File: src/rtl/bok_demod_pkg.sv
package bok_demod_pkg;

    // serializer states
    typedef enum logic [1:0] {
        SER_IDLE  = 2'd0,
        SER_I_NIB = 2'd1,
        SER_Q_NIB = 2'd2
    } ser_state_t;

    // phase reference in quarter turns
    typedef enum logic [1:0] {
        ROT_0   = 2'd0,
        ROT_90  = 2'd1,
        ROT_180 = 2'd2,
        ROT_270 = 2'd3
    } rot_t;

endpackage

File: src/rtl/bok_corr_bank.sv
module bok_corr_bank #(
    parameter int SAMP_W   = 8,
    parameter int NUM_CORR = 8,
    parameter int IDX_W    = $clog2(NUM_CORR),
    parameter int ACC_W    = SAMP_W + IDX_W + 1
) (
    input  logic                               clk,
    input  logic                               rst_n,
    input  logic                               acc_en,
    input  logic                               dump_en,
    input  logic [IDX_W-1:0]                   chip_idx,
    input  logic signed [SAMP_W-1:0]           samp,
    output logic [NUM_CORR-1:0][ACC_W-1:0]     dump_sum
);

    localparam int EXT_W = ACC_W - SAMP_W;

    logic signed [ACC_W-1:0] samp_x;
    assign samp_x = $signed({{EXT_W{samp[SAMP_W-1]}}, samp});

    for (genvar k = 0; k < NUM_CORR; k++) begin : g_corr
        localparam logic [IDX_W-1:0] ROW = IDX_W'(k);

        logic signed [ACC_W-1:0] acc_q;
        logic signed [ACC_W-1:0] dump_q;
        logic signed [ACC_W-1:0] term;
        logic signed [ACC_W-1:0] acc_nx;

        always_comb begin
            term   = (^(ROW & chip_idx)) ? -samp_x : samp_x;
            acc_nx = acc_q + term;
        end

        always_ff @(posedge clk or negedge rst_n) begin
            if (!rst_n) begin
                acc_q  <= '0;
                dump_q <= '0;
            end else if (acc_en) begin
                if (dump_en) begin
                    dump_q <= acc_nx;
                    acc_q  <= '0;
                end else begin
                    acc_q  <= acc_nx;
                end
            end
        end

        assign dump_sum[k] = dump_q;
    end

endmodule

File: src/rtl/bok_max_pick.sv
module bok_max_pick #(
    parameter int NUM_CORR = 8,
    parameter int IDX_W    = $clog2(NUM_CORR),
    parameter int ACC_W    = 12
) (
    input  logic [NUM_CORR-1:0][ACC_W-1:0] sums,
    output logic [IDX_W:0]                 nibble
);

    logic [ACC_W-1:0] best_mag;
    logic [IDX_W-1:0] best_idx;
    logic             best_neg;
    logic [ACC_W-1:0] cur_mag;

    always_comb begin
        best_mag = '0;
        best_idx = '0;
        best_neg = 1'b0;
        cur_mag  = '0;
        for (int i = 0; i < NUM_CORR; i++) begin
            cur_mag = sums[i][ACC_W-1] ? (~sums[i] + 1'b1) : sums[i];
            // strict compare keeps the lowest index on equal magnitudes
            if (cur_mag > best_mag) begin
                best_mag = cur_mag;
                best_idx = IDX_W'(i);
                best_neg = sums[i][ACC_W-1];
            end
        end
        nibble = {best_idx, best_neg};
    end

endmodule

File: src/rtl/bok_bit_serializer.sv
module bok_bit_serializer
    import bok_demod_pkg::*;
#(
    parameter int NIB_W = 4
) (
    input  logic             clk,
    input  logic             rst_n,
    input  logic             load,
    input  logic             quad,
    input  logic [NIB_W-1:0] nib_i,
    input  logic [NIB_W-1:0] nib_q,
    output logic             bit_out,
    output logic             bit_vld
);

    localparam int SH_W  = 2 * NIB_W;
    localparam int CNT_W = (NIB_W > 1) ? $clog2(NIB_W) : 1;
    localparam logic [CNT_W-1:0] CNT_LAST = CNT_W'(NIB_W - 1);

    ser_state_t       state_q, state_nx;
    logic [SH_W-1:0]  sh_q, sh_nx;
    logic [CNT_W-1:0] cnt_q, cnt_nx;
    logic             quad_q, quad_nx;

    // next state and datapath
    always_comb begin
        state_nx = state_q;
        sh_nx    = sh_q;
        cnt_nx   = cnt_q;
        quad_nx  = quad_q;
        unique case (state_q)
            SER_IDLE: begin
                if (load) begin
                    state_nx = SER_I_NIB;
                    sh_nx    = {nib_i, nib_q};
                    cnt_nx   = '0;
                    quad_nx  = quad;
                end
            end
            SER_I_NIB: begin
                sh_nx  = sh_q << 1;
                cnt_nx = cnt_q + 1'b1;
                if (cnt_q == CNT_LAST) begin
                    cnt_nx = '0;
                    if (quad_q) begin
                        state_nx = SER_Q_NIB;
                    end else if (load) begin
                        state_nx = SER_I_NIB;
                        sh_nx    = {nib_i, nib_q};
                        quad_nx  = quad;
                    end else begin
                        state_nx = SER_IDLE;
                    end
                end
            end
            SER_Q_NIB: begin
                sh_nx  = sh_q << 1;
                cnt_nx = cnt_q + 1'b1;
                if (cnt_q == CNT_LAST) begin
                    cnt_nx = '0;
                    if (load) begin
                        state_nx = SER_I_NIB;
                        sh_nx    = {nib_i, nib_q};
                        quad_nx  = quad;
                    end else begin
                        state_nx = SER_IDLE;
                    end
                end
            end
            default: state_nx = SER_IDLE;
        endcase
    end

    // state register
    always_ff @(posedge clk or negedge rst_n) begin
        if (!rst_n) begin
            state_q <= SER_IDLE;
            sh_q    <= '0;
            cnt_q   <= '0;
            quad_q  <= 1'b0;
        end else begin
            state_q <= state_nx;
            sh_q    <= sh_nx;
            cnt_q   <= cnt_nx;
            quad_q  <= quad_nx;
        end
    end

    // outputs
    always_comb begin
        bit_vld = (state_q != SER_IDLE);
        bit_out = bit_vld & sh_q[SH_W-1];
    end

endmodule

File: src/rtl/bok_symbol_demod.sv
module bok_symbol_demod
    import bok_demod_pkg::*;
#(
    parameter int SAMP_W   = 8,
    parameter int NUM_CORR = 8
) (
    input  logic                     clk,
    input  logic                     rst_n,
    input  logic                     chip_vld,
    input  logic                     sym_last,
    input  logic signed [SAMP_W-1:0] chip_i,
    input  logic signed [SAMP_W-1:0] chip_q,
    input  logic                     quad_mode,
    input  logic                     ref_load,
    input  logic [1:0]               ref_phase,
    output logic                     bit_out,
    output logic                     bit_vld
);

    localparam int IDX_W = $clog2(NUM_CORR);
    localparam int ACC_W = SAMP_W + IDX_W + 1;
    localparam int NIB_W = IDX_W + 1;

    logic [IDX_W-1:0] chip_idx_q;
    logic             dump_vld_q;
    rot_t             rot_q;

    logic [NUM_CORR-1:0][ACC_W-1:0] sum_i, sum_q;
    logic [NIB_W-1:0] raw_i, raw_q;
    logic [NIB_W-1:0] fix_i, fix_q;

    function automatic logic [NIB_W-1:0] flip_sign(input logic [NIB_W-1:0] n);
        return {n[NIB_W-1:1], ~n[0]};
    endfunction

    // chip position within the symbol, phase reference and dump strobe
    always_ff @(posedge clk or negedge rst_n) begin
        if (!rst_n) begin
            chip_idx_q <= '0;
            dump_vld_q <= 1'b0;
            rot_q      <= ROT_0;
        end else begin
            dump_vld_q <= chip_vld & sym_last;
            if (chip_vld) begin
                chip_idx_q <= sym_last ? '0 : chip_idx_q + 1'b1;
            end
            if (ref_load) begin
                rot_q <= rot_t'(ref_phase);
            end
        end
    end

    bok_corr_bank #(
        .SAMP_W(SAMP_W), .NUM_CORR(NUM_CORR), .IDX_W(IDX_W), .ACC_W(ACC_W)
    ) u_bank_i (
        .clk(clk), .rst_n(rst_n), .acc_en(chip_vld), .dump_en(sym_last),
        .chip_idx(chip_idx_q), .samp(chip_i), .dump_sum(sum_i)
    );

    bok_corr_bank #(
        .SAMP_W(SAMP_W), .NUM_CORR(NUM_CORR), .IDX_W(IDX_W), .ACC_W(ACC_W)
    ) u_bank_q (
        .clk(clk), .rst_n(rst_n), .acc_en(chip_vld & quad_mode), .dump_en(sym_last),
        .chip_idx(chip_idx_q), .samp(chip_q), .dump_sum(sum_q)
    );

    bok_max_pick #(.NUM_CORR(NUM_CORR), .IDX_W(IDX_W), .ACC_W(ACC_W)) u_pick_i (
        .sums(sum_i), .nibble(raw_i)
    );

    bok_max_pick #(.NUM_CORR(NUM_CORR), .IDX_W(IDX_W), .ACC_W(ACC_W)) u_pick_q (
        .sums(sum_q), .nibble(raw_q)
    );

    // absolute phase correction of the decided nibbles
    always_comb begin
        fix_i = raw_i;
        fix_q = raw_q;
        if (!quad_mode) begin
            fix_i = rot_q[1] ? flip_sign(raw_i) : raw_i;
            fix_q = '0;
        end else begin
            unique case (rot_q)
                ROT_0:   begin fix_i = raw_i;            fix_q = raw_q;            end
                ROT_90:  begin fix_i = raw_q;            fix_q = flip_sign(raw_i); end
                ROT_180: begin fix_i = flip_sign(raw_i); fix_q = flip_sign(raw_q); end
                ROT_270: begin fix_i = flip_sign(raw_q); fix_q = raw_i;            end
                default: begin fix_i = raw_i;            fix_q = raw_q;            end
            endcase
        end
    end

    bok_bit_serializer #(.NIB_W(NIB_W)) u_ser (
        .clk(clk), .rst_n(rst_n), .load(dump_vld_q), .quad(quad_mode),
        .nib_i(fix_i), .nib_q(fix_q), .bit_out(bit_out), .bit_vld(bit_vld)
    );

endmodule

File: config.mk
export PLATFORM = sky130hd
export DESIGN_NAME = bok_symbol_demod
export DESIGN_NICKNAME = d
export VERILOG_FILES = /design/src/rtl/bok_demod_pkg.sv /design/src/rtl/bok_corr_bank.sv /design/src/rtl/bok_max_pick.sv /design/src/rtl/bok_bit_serializer.sv /design/src/rtl/bok_symbol_demod.sv
export SDC_FILE = /design/constraint.sdc
export NUM_CORES = 2
export LEC_CHECK = 0
export BUFFER_PORTS_ARGS = -buffer_cell sky130_fd_sc_hd__buf_2
export CAP_MARGIN = 10
export CORE_UTILIZATION = 60
export DETAILED_ROUTE_END_ITERATION = 10
export GPL_ROUTABILITY_DRIVEN = 0
export HOLD_SLACK_MARGIN = 0.1
export MAX_ROUTING_LAYER = met4
export PLACE_DENSITY = 0.87
export REMOVE_ABC_BUFFERS = 1
export SYNTH_ARGS = -nofsm -noshare
export SYNTH_HDL_FRONTEND = slang
export SYNTH_SLANG_ARGS = --single-unit
File: constraint.sdc
create_clock -name clk -period 23.5 [get_ports clk]
set_clock_uncertainty 0.15 [all_clocks]
set_input_delay 2.35 -clock clk [delete_from_list [all_inputs] [get_ports clk]]
set_output_delay 2.35 -clock clk [all_outputs]
set_load 0.02 [all_outputs]
Word level (Yosys, flattened, before mapping)
Index checks and enable logic that the tools add are counted.
{"block": "word_totals", "inputBits": 24, "out_inout_bits": 2, "ff_bits": 403}
{"block": "classes", "n_lt_le_gt_ge": 16, "eq_ne": 9, "add_sub_neg": 36, "bitwise": 21, "n_reduce_logical": 19, "n_mux": 117}
{"operator": "12-bit 2-to-1 mux", "n": 60}
{"operator": "12-bit by 1-bit adder with 12-bit output, second input constant", "n": 16}
{"operator": "12-bit inverter", "n": 16}
{"operator": "12-bit adder", "n": 14}
{"operator": "12-bit greater-than comparator", "n": 14}
{"operator": "8-bit 2-to-1 mux", "n": 5}
{"operator": "4-bit one-hot mux with 4 select lines", "n": 2}
{"operator": "3-bit 2-to-1 mux", "n": 9}
{"operator": "1-bit 2-to-1 mux", "n": 25}
{"operator": "12-bit by 8-bit adder with 12-bit output", "n": 2}
{"operator": "12-bit by 1-bit greater-than comparator with 1-bit output, second input constant", "n": 2}
{"operator": "8-bit negation with 12-bit output", "n": 2}
{"operator": "8-bit one-hot mux with 3 select lines", "n": 1}
{"operator": "3-bit XOR reduction", "n": 7}
{"operator": "2-bit 2-to-1 mux", "n": 10}
{"operator": "2-bit == test, second input constant", "n": 4}
{"operator": "4-bit 2-to-1 mux", "n": 2}
{"operator": "2-bit AND reduction", "n": 4}
{"operator": "2-bit one-hot mux with 3 select lines", "n": 1}
{"operator": "3-bit AND reduction", "n": 2}
{"operator": "2-bit by 1-bit == test with 1-bit output, second input constant", "n": 2}
{"operator": "2-bit logical NOT", "n": 2}
{"operator": "2-bit by 1-bit inequality test with 1-bit output, second input constant", "n": 2}
{"operator": "2-bit one-hot mux with 2 select lines", "n": 1}
{"operator": "other kinds (9)", "n": 13}

Logic depth before layout (Yosys ltp)
{"block": "depth", "ltp_word": 26, "depth_mapped": 88, "mapped_depth_nobuf": 82}

Hierarchy
Synthesis repeated with hierarchy kept, for this count alone.
{"block": "unflattened", "cells_unflattened": 4013, "area_unflattened_um2": 35198.8}
{"mod": "bok_corr_bank at u_bank_i", "cells_each": 1235, "area_per_inst_um2": 11915.2, "n_inst": 1, "seq_area_each_um2": 4804.6}
{"mod": "bok_corr_bank at u_bank_q", "cells_each": 1209, "area_per_inst_um2": 11736.3, "n_inst": 1, "seq_area_each_um2": 4804.6}
{"mod": "bok_max_pick at u_pick_i", "cells_each": 745, "area_per_inst_um2": 5201.2, "n_inst": 1, "seq_area_each_um2": 0.0}
{"mod": "bok_max_pick at u_pick_q", "cells_each": 707, "area_per_inst_um2": 5158.7, "n_inst": 1, "seq_area_each_um2": 0.0}
{"mod": "bok_bit_serializer", "cells_each": 78, "area_per_inst_um2": 784.5, "n_inst": 1, "seq_area_each_um2": 325.3}
{"mod": "bok_symbol_demod", "cells_each": 39, "area_per_inst_um2": 402.9, "n_inst": 1, "seq_area_each_um2": 150.1}

Worst setup path before layout
OpenSTA, ideal clock, no wires.
{"block": "synth_path", "kind": "register -> register", "from": "register u_bank_i.g_corr[1].dump_q[0]", "to": "register u_ser.sh_q[0]", "synth_period_minus_slack_ps": 16023, "t_arrival_ps": 15749, "required_time_ps": 23226, "path_buffers": 8, "path_stages_with_launch": 82, "slack_ps": 7477, "path_cell_list": "dfrtp_1 -> inv_1 -> ha_1 -> or3b_4 -> or4_1 -> o21ai_0 -> xor2_1 -> inv_1 -> ha_1 -> nand4_2 -> or2_1 -> or3_1 -> o31ai_4 -> clkbuf_1 -> o21ai_0 -> ha_1 -> and2_1 -> nand4_1 -> [... 46 more ...] -> a21oi_1 -> nor2b_1 -> o21ai_0 -> a32oi_1 -> clkbuf_1 -> clkbuf_1 -> o21a_1 -> ha_1 -> nor2b_1 -> o21ai_0 -> nand2b_1 -> a21oi_1 -> o21ai_0 -> o22ai_1 -> o21ai_0 -> o211ai_1 -> mux2i_1 -> a211o_1"}
{"block": "synth_between", "elab_chain_cells": 24}
{"element": "start, declared", "line_no": "bok_corr_bank.sv:25", "rtl": "logic signed [ACC_W-1:0] dump_q;"}
{"element": "start signal, assigned", "line_no": "bok_corr_bank.sv:40", "rtl": "dump_q <= acc_nx;"}
{"element": "12-bit inverter", "line_no": "bok_max_pick.sv:21", "rtl": "cur_mag = sums[i][ACC_W-1] ? (~sums[i] + 1'b1) : sums[i];"}
{"element": "12-bit by 1-bit adder with 12-bit output", "line_no": "bok_max_pick.sv:21"}
{"element": "12-bit 2-to-1 mux *", "line_no": "bok_max_pick.sv:21"}
{"element": "12-bit greater-than comparator", "line_no": "bok_max_pick.sv:23", "rtl": "if (cur_mag > best_mag) begin"}
{"element": "12-bit 2-to-1 mux", "line_no": "bok_max_pick.sv:23"}
{"element": "12-bit greater-than comparator", "line_no": "bok_max_pick.sv:23"}
{"element": "12-bit 2-to-1 mux", "line_no": "bok_max_pick.sv:23"}
{"element": "12-bit greater-than comparator", "line_no": "bok_max_pick.sv:23"}
{"element": "[... 8 more ...]"}
{"element": "1-bit 2-to-1 mux *", "line_no": "bok_max_pick.sv:23"}
{"element": "1-bit inverter", "line_no": "bok_symbol_demod.sv:33", "rtl": "return {n[NIB_W-1:1], ~n[0]};"}
{"element": "4-bit one-hot mux with 4 select lines *", "line_no": "bok_symbol_demod.sv:83", "rtl": "unique case (rot_q)"}
{"element": "4-bit 2-to-1 mux *", "line_no": "bok_symbol_demod.sv:79", "rtl": "if (!quad_mode) begin"}
{"element": "8-bit 2-to-1 mux", "line_no": "bok_bit_serializer.sv:47, bok_bit_serializer.sv:61"}
{"element": "8-bit 2-to-1 mux", "line_no": "bok_bit_serializer.sv:45", "rtl": "if (quad_q) begin"}
{"element": "8-bit 2-to-1 mux", "line_no": "bok_bit_serializer.sv:43", "rtl": "if (cnt_q == CNT_LAST) begin"}
{"element": "8-bit one-hot mux with 3 select lines *", "line_no": "bok_bit_serializer.sv:31", "rtl": "unique case (state_q)"}
{"element": "end signal, assigned", "line_no": "bok_bit_serializer.sv:83", "rtl": "sh_q <= sh_nx;"}
{"element": "end, declared", "line_no": "bok_bit_serializer.sv:21", "rtl": "logic [SH_W-1:0] sh_q, sh_nx;"}
Mark *: on every way between the ends. The rest lies on a longest branch, timed or not. The select of a mux whose other input is x is not followed.
A chain may end at the register's enable or synchronous reset.

Worst setup path after layout
{"block": "layout_path", "from": "register u_bank_i.g_corr[0].dump_q[0]", "to": "register u_ser.sh_q[3]"}
{"block": "layout_between", "elab_chain_cells": 25}
{"element": "start, declared", "line_no": "bok_corr_bank.sv:25"}
{"element": "start signal, assigned", "line_no": "bok_corr_bank.sv:40"}
{"element": "12-bit inverter", "line_no": "bok_max_pick.sv:21"}
{"element": "12-bit by 1-bit adder with 12-bit output", "line_no": "bok_max_pick.sv:21"}
{"element": "12-bit 2-to-1 mux *", "line_no": "bok_max_pick.sv:21"}
{"element": "12-bit by 1-bit greater-than comparator with 1-bit output", "line_no": "bok_max_pick.sv:23"}
{"element": "12-bit 2-to-1 mux *", "line_no": "bok_max_pick.sv:23"}
{"element": "12-bit greater-than comparator", "line_no": "bok_max_pick.sv:23"}
{"element": "12-bit 2-to-1 mux *", "line_no": "bok_max_pick.sv:23"}
{"element": "12-bit greater-than comparator", "line_no": "bok_max_pick.sv:23"}
{"element": "[... 9 more ...]"}
{"element": "12-bit greater-than comparator", "line_no": "bok_max_pick.sv:23"}
{"element": "3-bit 2-to-1 mux *", "line_no": "bok_max_pick.sv:23"}
{"element": "4-bit one-hot mux with 4 select lines *", "line_no": "bok_symbol_demod.sv:83"}
{"element": "4-bit 2-to-1 mux *", "line_no": "bok_symbol_demod.sv:79"}
{"element": "8-bit 2-to-1 mux", "line_no": "bok_bit_serializer.sv:47, bok_bit_serializer.sv:61"}
{"element": "8-bit 2-to-1 mux", "line_no": "bok_bit_serializer.sv:45"}
{"element": "8-bit 2-to-1 mux", "line_no": "bok_bit_serializer.sv:43"}
{"element": "8-bit one-hot mux with 3 select lines *", "line_no": "bok_bit_serializer.sv:31"}
Marks and branches as above.

==> results by group <==
STA
  – Final period util: 81.78%
  – Max_slew headroom: 12.09%
  – Minimum clock period: 19.22 ns
  – Upper clock frequency limit: 0.05204 GHz
  – Final Max Slew Viols: 0
  – Setup violations, final: 0
  – Measured slew at the worst slew-check pin: 1.309 ns
  – Endpoints failing hold: 0
  – Setup TNS: 0 ns
  – RSZ-0062 raised after global routing: no

GRT
  – Global router's overall resource usage: a little under a third
  – GRT met3 Usage: 3.952%
  – GRT met2 Usage: 49.86%
  – Initial antenna violation count: 0
  – Grt peak-use layer: met2
  – GR Overflow Total: 0
  – Via count of the first global-routing pass: about 27000
  – Pin count of the biggest net entering global routing: 121
  – Grt met1 use: between 40% and 50%
  – First-pass GRT wire length: 138800 um

Worst setup path
  – Slowest Stage Delay on Critical Path: 0.82 ns
  – Family with the most delay on the worst path: compound AO/OA/AOI/OAI gates
  – Arrival time at the worst endpoint: 19.56 ns
  – Crit path launch type: flop
  – CP Max Fanout: 16
  – Kind of critical path: reg -> reg
  – Critical Path Sink Type: flop
  – Worst Path Required: 23.84 ns
  – Worst Path Buf+Inv: 4
  – Slowest cell on crit path: a31oi_1
  – Cell mode on critical path: ha_1

Drt
  – Vias per cell: between 6 and 7
  – DR WL/cell: 18.56 um
  – Drt drc: 0
  – Drt pass-1 iters: 9
  – Via Count: about 28000
  – 1st-iter DRT viols: 2358
  – ANT nets after route: 0
  – Final WL: 84850 um

Floorplan
  – IO Count: 26
  – Core area: 54130 sq um
  – Rows: between 80 and 90
  – Width of the chip: 236.8 um
  – Die H: approximately 240 um
  – Initial Util: 61.08%
  – Die area: 56050 sq um

Clock network
  – Root buf cell: clkbuf_16
  – Postcts setup bufs: 0
  – Clock buffer depth: 3
  – Clock slew at reported path FFs: 0.06 ns
  – Cts hold-fix bufs: 0
  – CTS resizes: 0
  – Htree depth: 2
  – CTS tree: built
  – CTS sink count: 403
  – CTS buffer count: 45
  – Worst skew pair latency: 0.61 ns

Synthesis
  – Sequential share of the synthesized area: a little under a third
  – Async set-reset flop share out of synthesis: 100.0%
  – Mean Syn Cell Area: 8.442 sq um
  – Area contributors post-synth: dfrtp_1 30%, ha_1 14%, xnor2_1 7.4%
  – Flops & latches, synth: 403
  – Yosys warning count: 0
  – Cells after Synth: 3917
  – EDFF count, synth: 0
  – Area share of the largest cell type after synthesis: a little under a third
  – Cell Area, Synth: 33070 sq um
  – Ys flop type: dfrtp_1
  – Post-synth top cells: 525 x nand2_1, 415 x o21ai_0, 403 x dfrtp_1
  – Largest area contributor in the netlist: dfrtp_1
  – Count leader, synth: nand2_1
  – Count of different cell masters after synthesis: 98

Finish
  – Layout Nets: 4245
  – Area Overhead vs Synth: 6.002%
  – FILL cells: 4250
  – Share of layout cells above drive strength 1: 5.394%
  – Seq. cell area: 10080 sq um
  – Multi-input combinational cell area: 21030 sq um
  – N_diodes: 0

Status
  – Status: finished clean

Placed design
  – Detail Placement HPWL: just over 60000 um
  – Port Buf Inserts: 25

Worst hold path
  – Worst hold path type: reg -> reg

Job
  – Max Cap Viol: 0
[per-layer routing]
| layer | vias up | wire [um] |
|---|---|---|
| met3 | 243 | 6093 |
| met1 | 13440 | 36390 |
| met5 | - | 0 |
| met4 | 0 | 3531 |
| met2 | 1064 | 38830 |
| li1 | 13430 | - |
[path summary, 6_finish.rpt]
kind                                         startpoint  cells past startpoint  slack [ns]                            to
setup / recovery           u_bank_i.g_corr[0].dump_q[0]                     73        4.28                 u_ser.sh_q[3]
hold / removal              u_bank_q.g_corr[7].acc_q[9]                      2        0.34   u_bank_q.g_corr[7].acc_q[9]
setup reg to reg           u_bank_i.g_corr[0].dump_q[0]                     73        4.28                 u_ser.sh_q[3]
hold reg to reg             u_bank_q.g_corr[7].acc_q[9]                      2        0.34   u_bank_q.g_corr[7].acc_q[9]
max in group asynchronous                         rst_n                      3       18.94  u_bank_i.g_corr[0].acc_q[11]
min in group asynchronous                         rst_n                      1        1.68  u_bank_q.g_corr[7].acc_q[11]
[stage by stage]
stage / area (sq um) / setup slack, ns / hold WS [ns] / utilization, % / std cells
CTS: 35050 / 4.820 / 0.3372 / 64.75 / 4571
global placement: 33620 / 5.183 / 0.3061 / 62.11 / 4494
detailed placement: 33620 / 4.932 / 0.3207 / 62.11 / 4494
finish: 35050 / 4.283 / 0.3353 / 64.75 / 4571
global route: 35050 / 3.302 / 0.3570 / 64.75 / 4571
floorplan: 32420 / 7.421 / 0.2922 / - / 3752
[sequential cells by signal, summed over array words and instances, names as in the netlist, 3 cells and up]
signal	flops
chip_idx_q	3
u_bank_i.g_corr.acc_q	96
u_bank_i.g_corr.dump_q	96
u_bank_q.g_corr.acc_q	96
u_bank_q.g_corr.dump_q	96
u_ser.sh_q	8
[cells in the final DEF (no fill, tap or decap), types with 29 or more instances in the layout]
cell / netlist / layout
nand2b_1: 35 / 34
o21bai_1: 113 / 113
xnor2_1: 281 / 280
nor3_1: 40 / 40
ha_1: 360 / 360
a21o_1: 83 / 83
mux2i_1: 60 / 60
xor2_1: 121 / 121
o21ai_0: 415 / 415
dfrtp_1: 403 / 403
clkbuf_16: 0 / 46
o31ai_1: 45 / 45
mux2_2: 43 / 43
nand2_1: 525 / 521
inv_1: 359 / 359
nand4_1: 29 / 29
a21oi_1: 228 / 228
o21a_1: 31 / 31
nor2b_1: 36 / 36
nor2_1: 160 / 160
o22ai_1: 90 / 90
[worst register-to-register path: cells and delay by family (launching register included)]
| family | cells | cell delay [ns] |
|---|---|---|
| simple gates | 22 | 5.86 |
| mux | 6 | 1.91 |
| fa+ha+maj | 8 | 2.21 |
| flops | 1 | 0.40 |
| compound gates | 33 | 7.94 |
| buf+inv | 4 | 0.74 |
[kinds of logic after synthesis]
kind of cell / Yosys count / share of synthesized area (%)
AOI/OAI and AO/OA: 1140 / 21.38
adders and majority gates: 376 / 14.59
and+or+nand+nor: 965 / 13.41
muxes: 105 / 3.360
DFF: 403 / 30.50
xor gates and xnor gates: 404 / 10.75
buffers and inverters: 524 / 6.017
[area by class of cell]
| cell class | instances | share of cell area [%] |
|---|---|---|
| timing repair buffer | 46 | 0.8425 |
| clock inverter | 18 | 0.4427 |
| tap | 696 | 2.485 |
| clock buffer | 59 | 3.623 |
| multi-input combinational | 2990 | 59.99 |
| inverter | 359 | 3.845 |
| sequential | 403 | 28.77 |
Power is not shown: default switching activity piles up to over one toggle a cycle in this logic, so the estimate is an artifact.
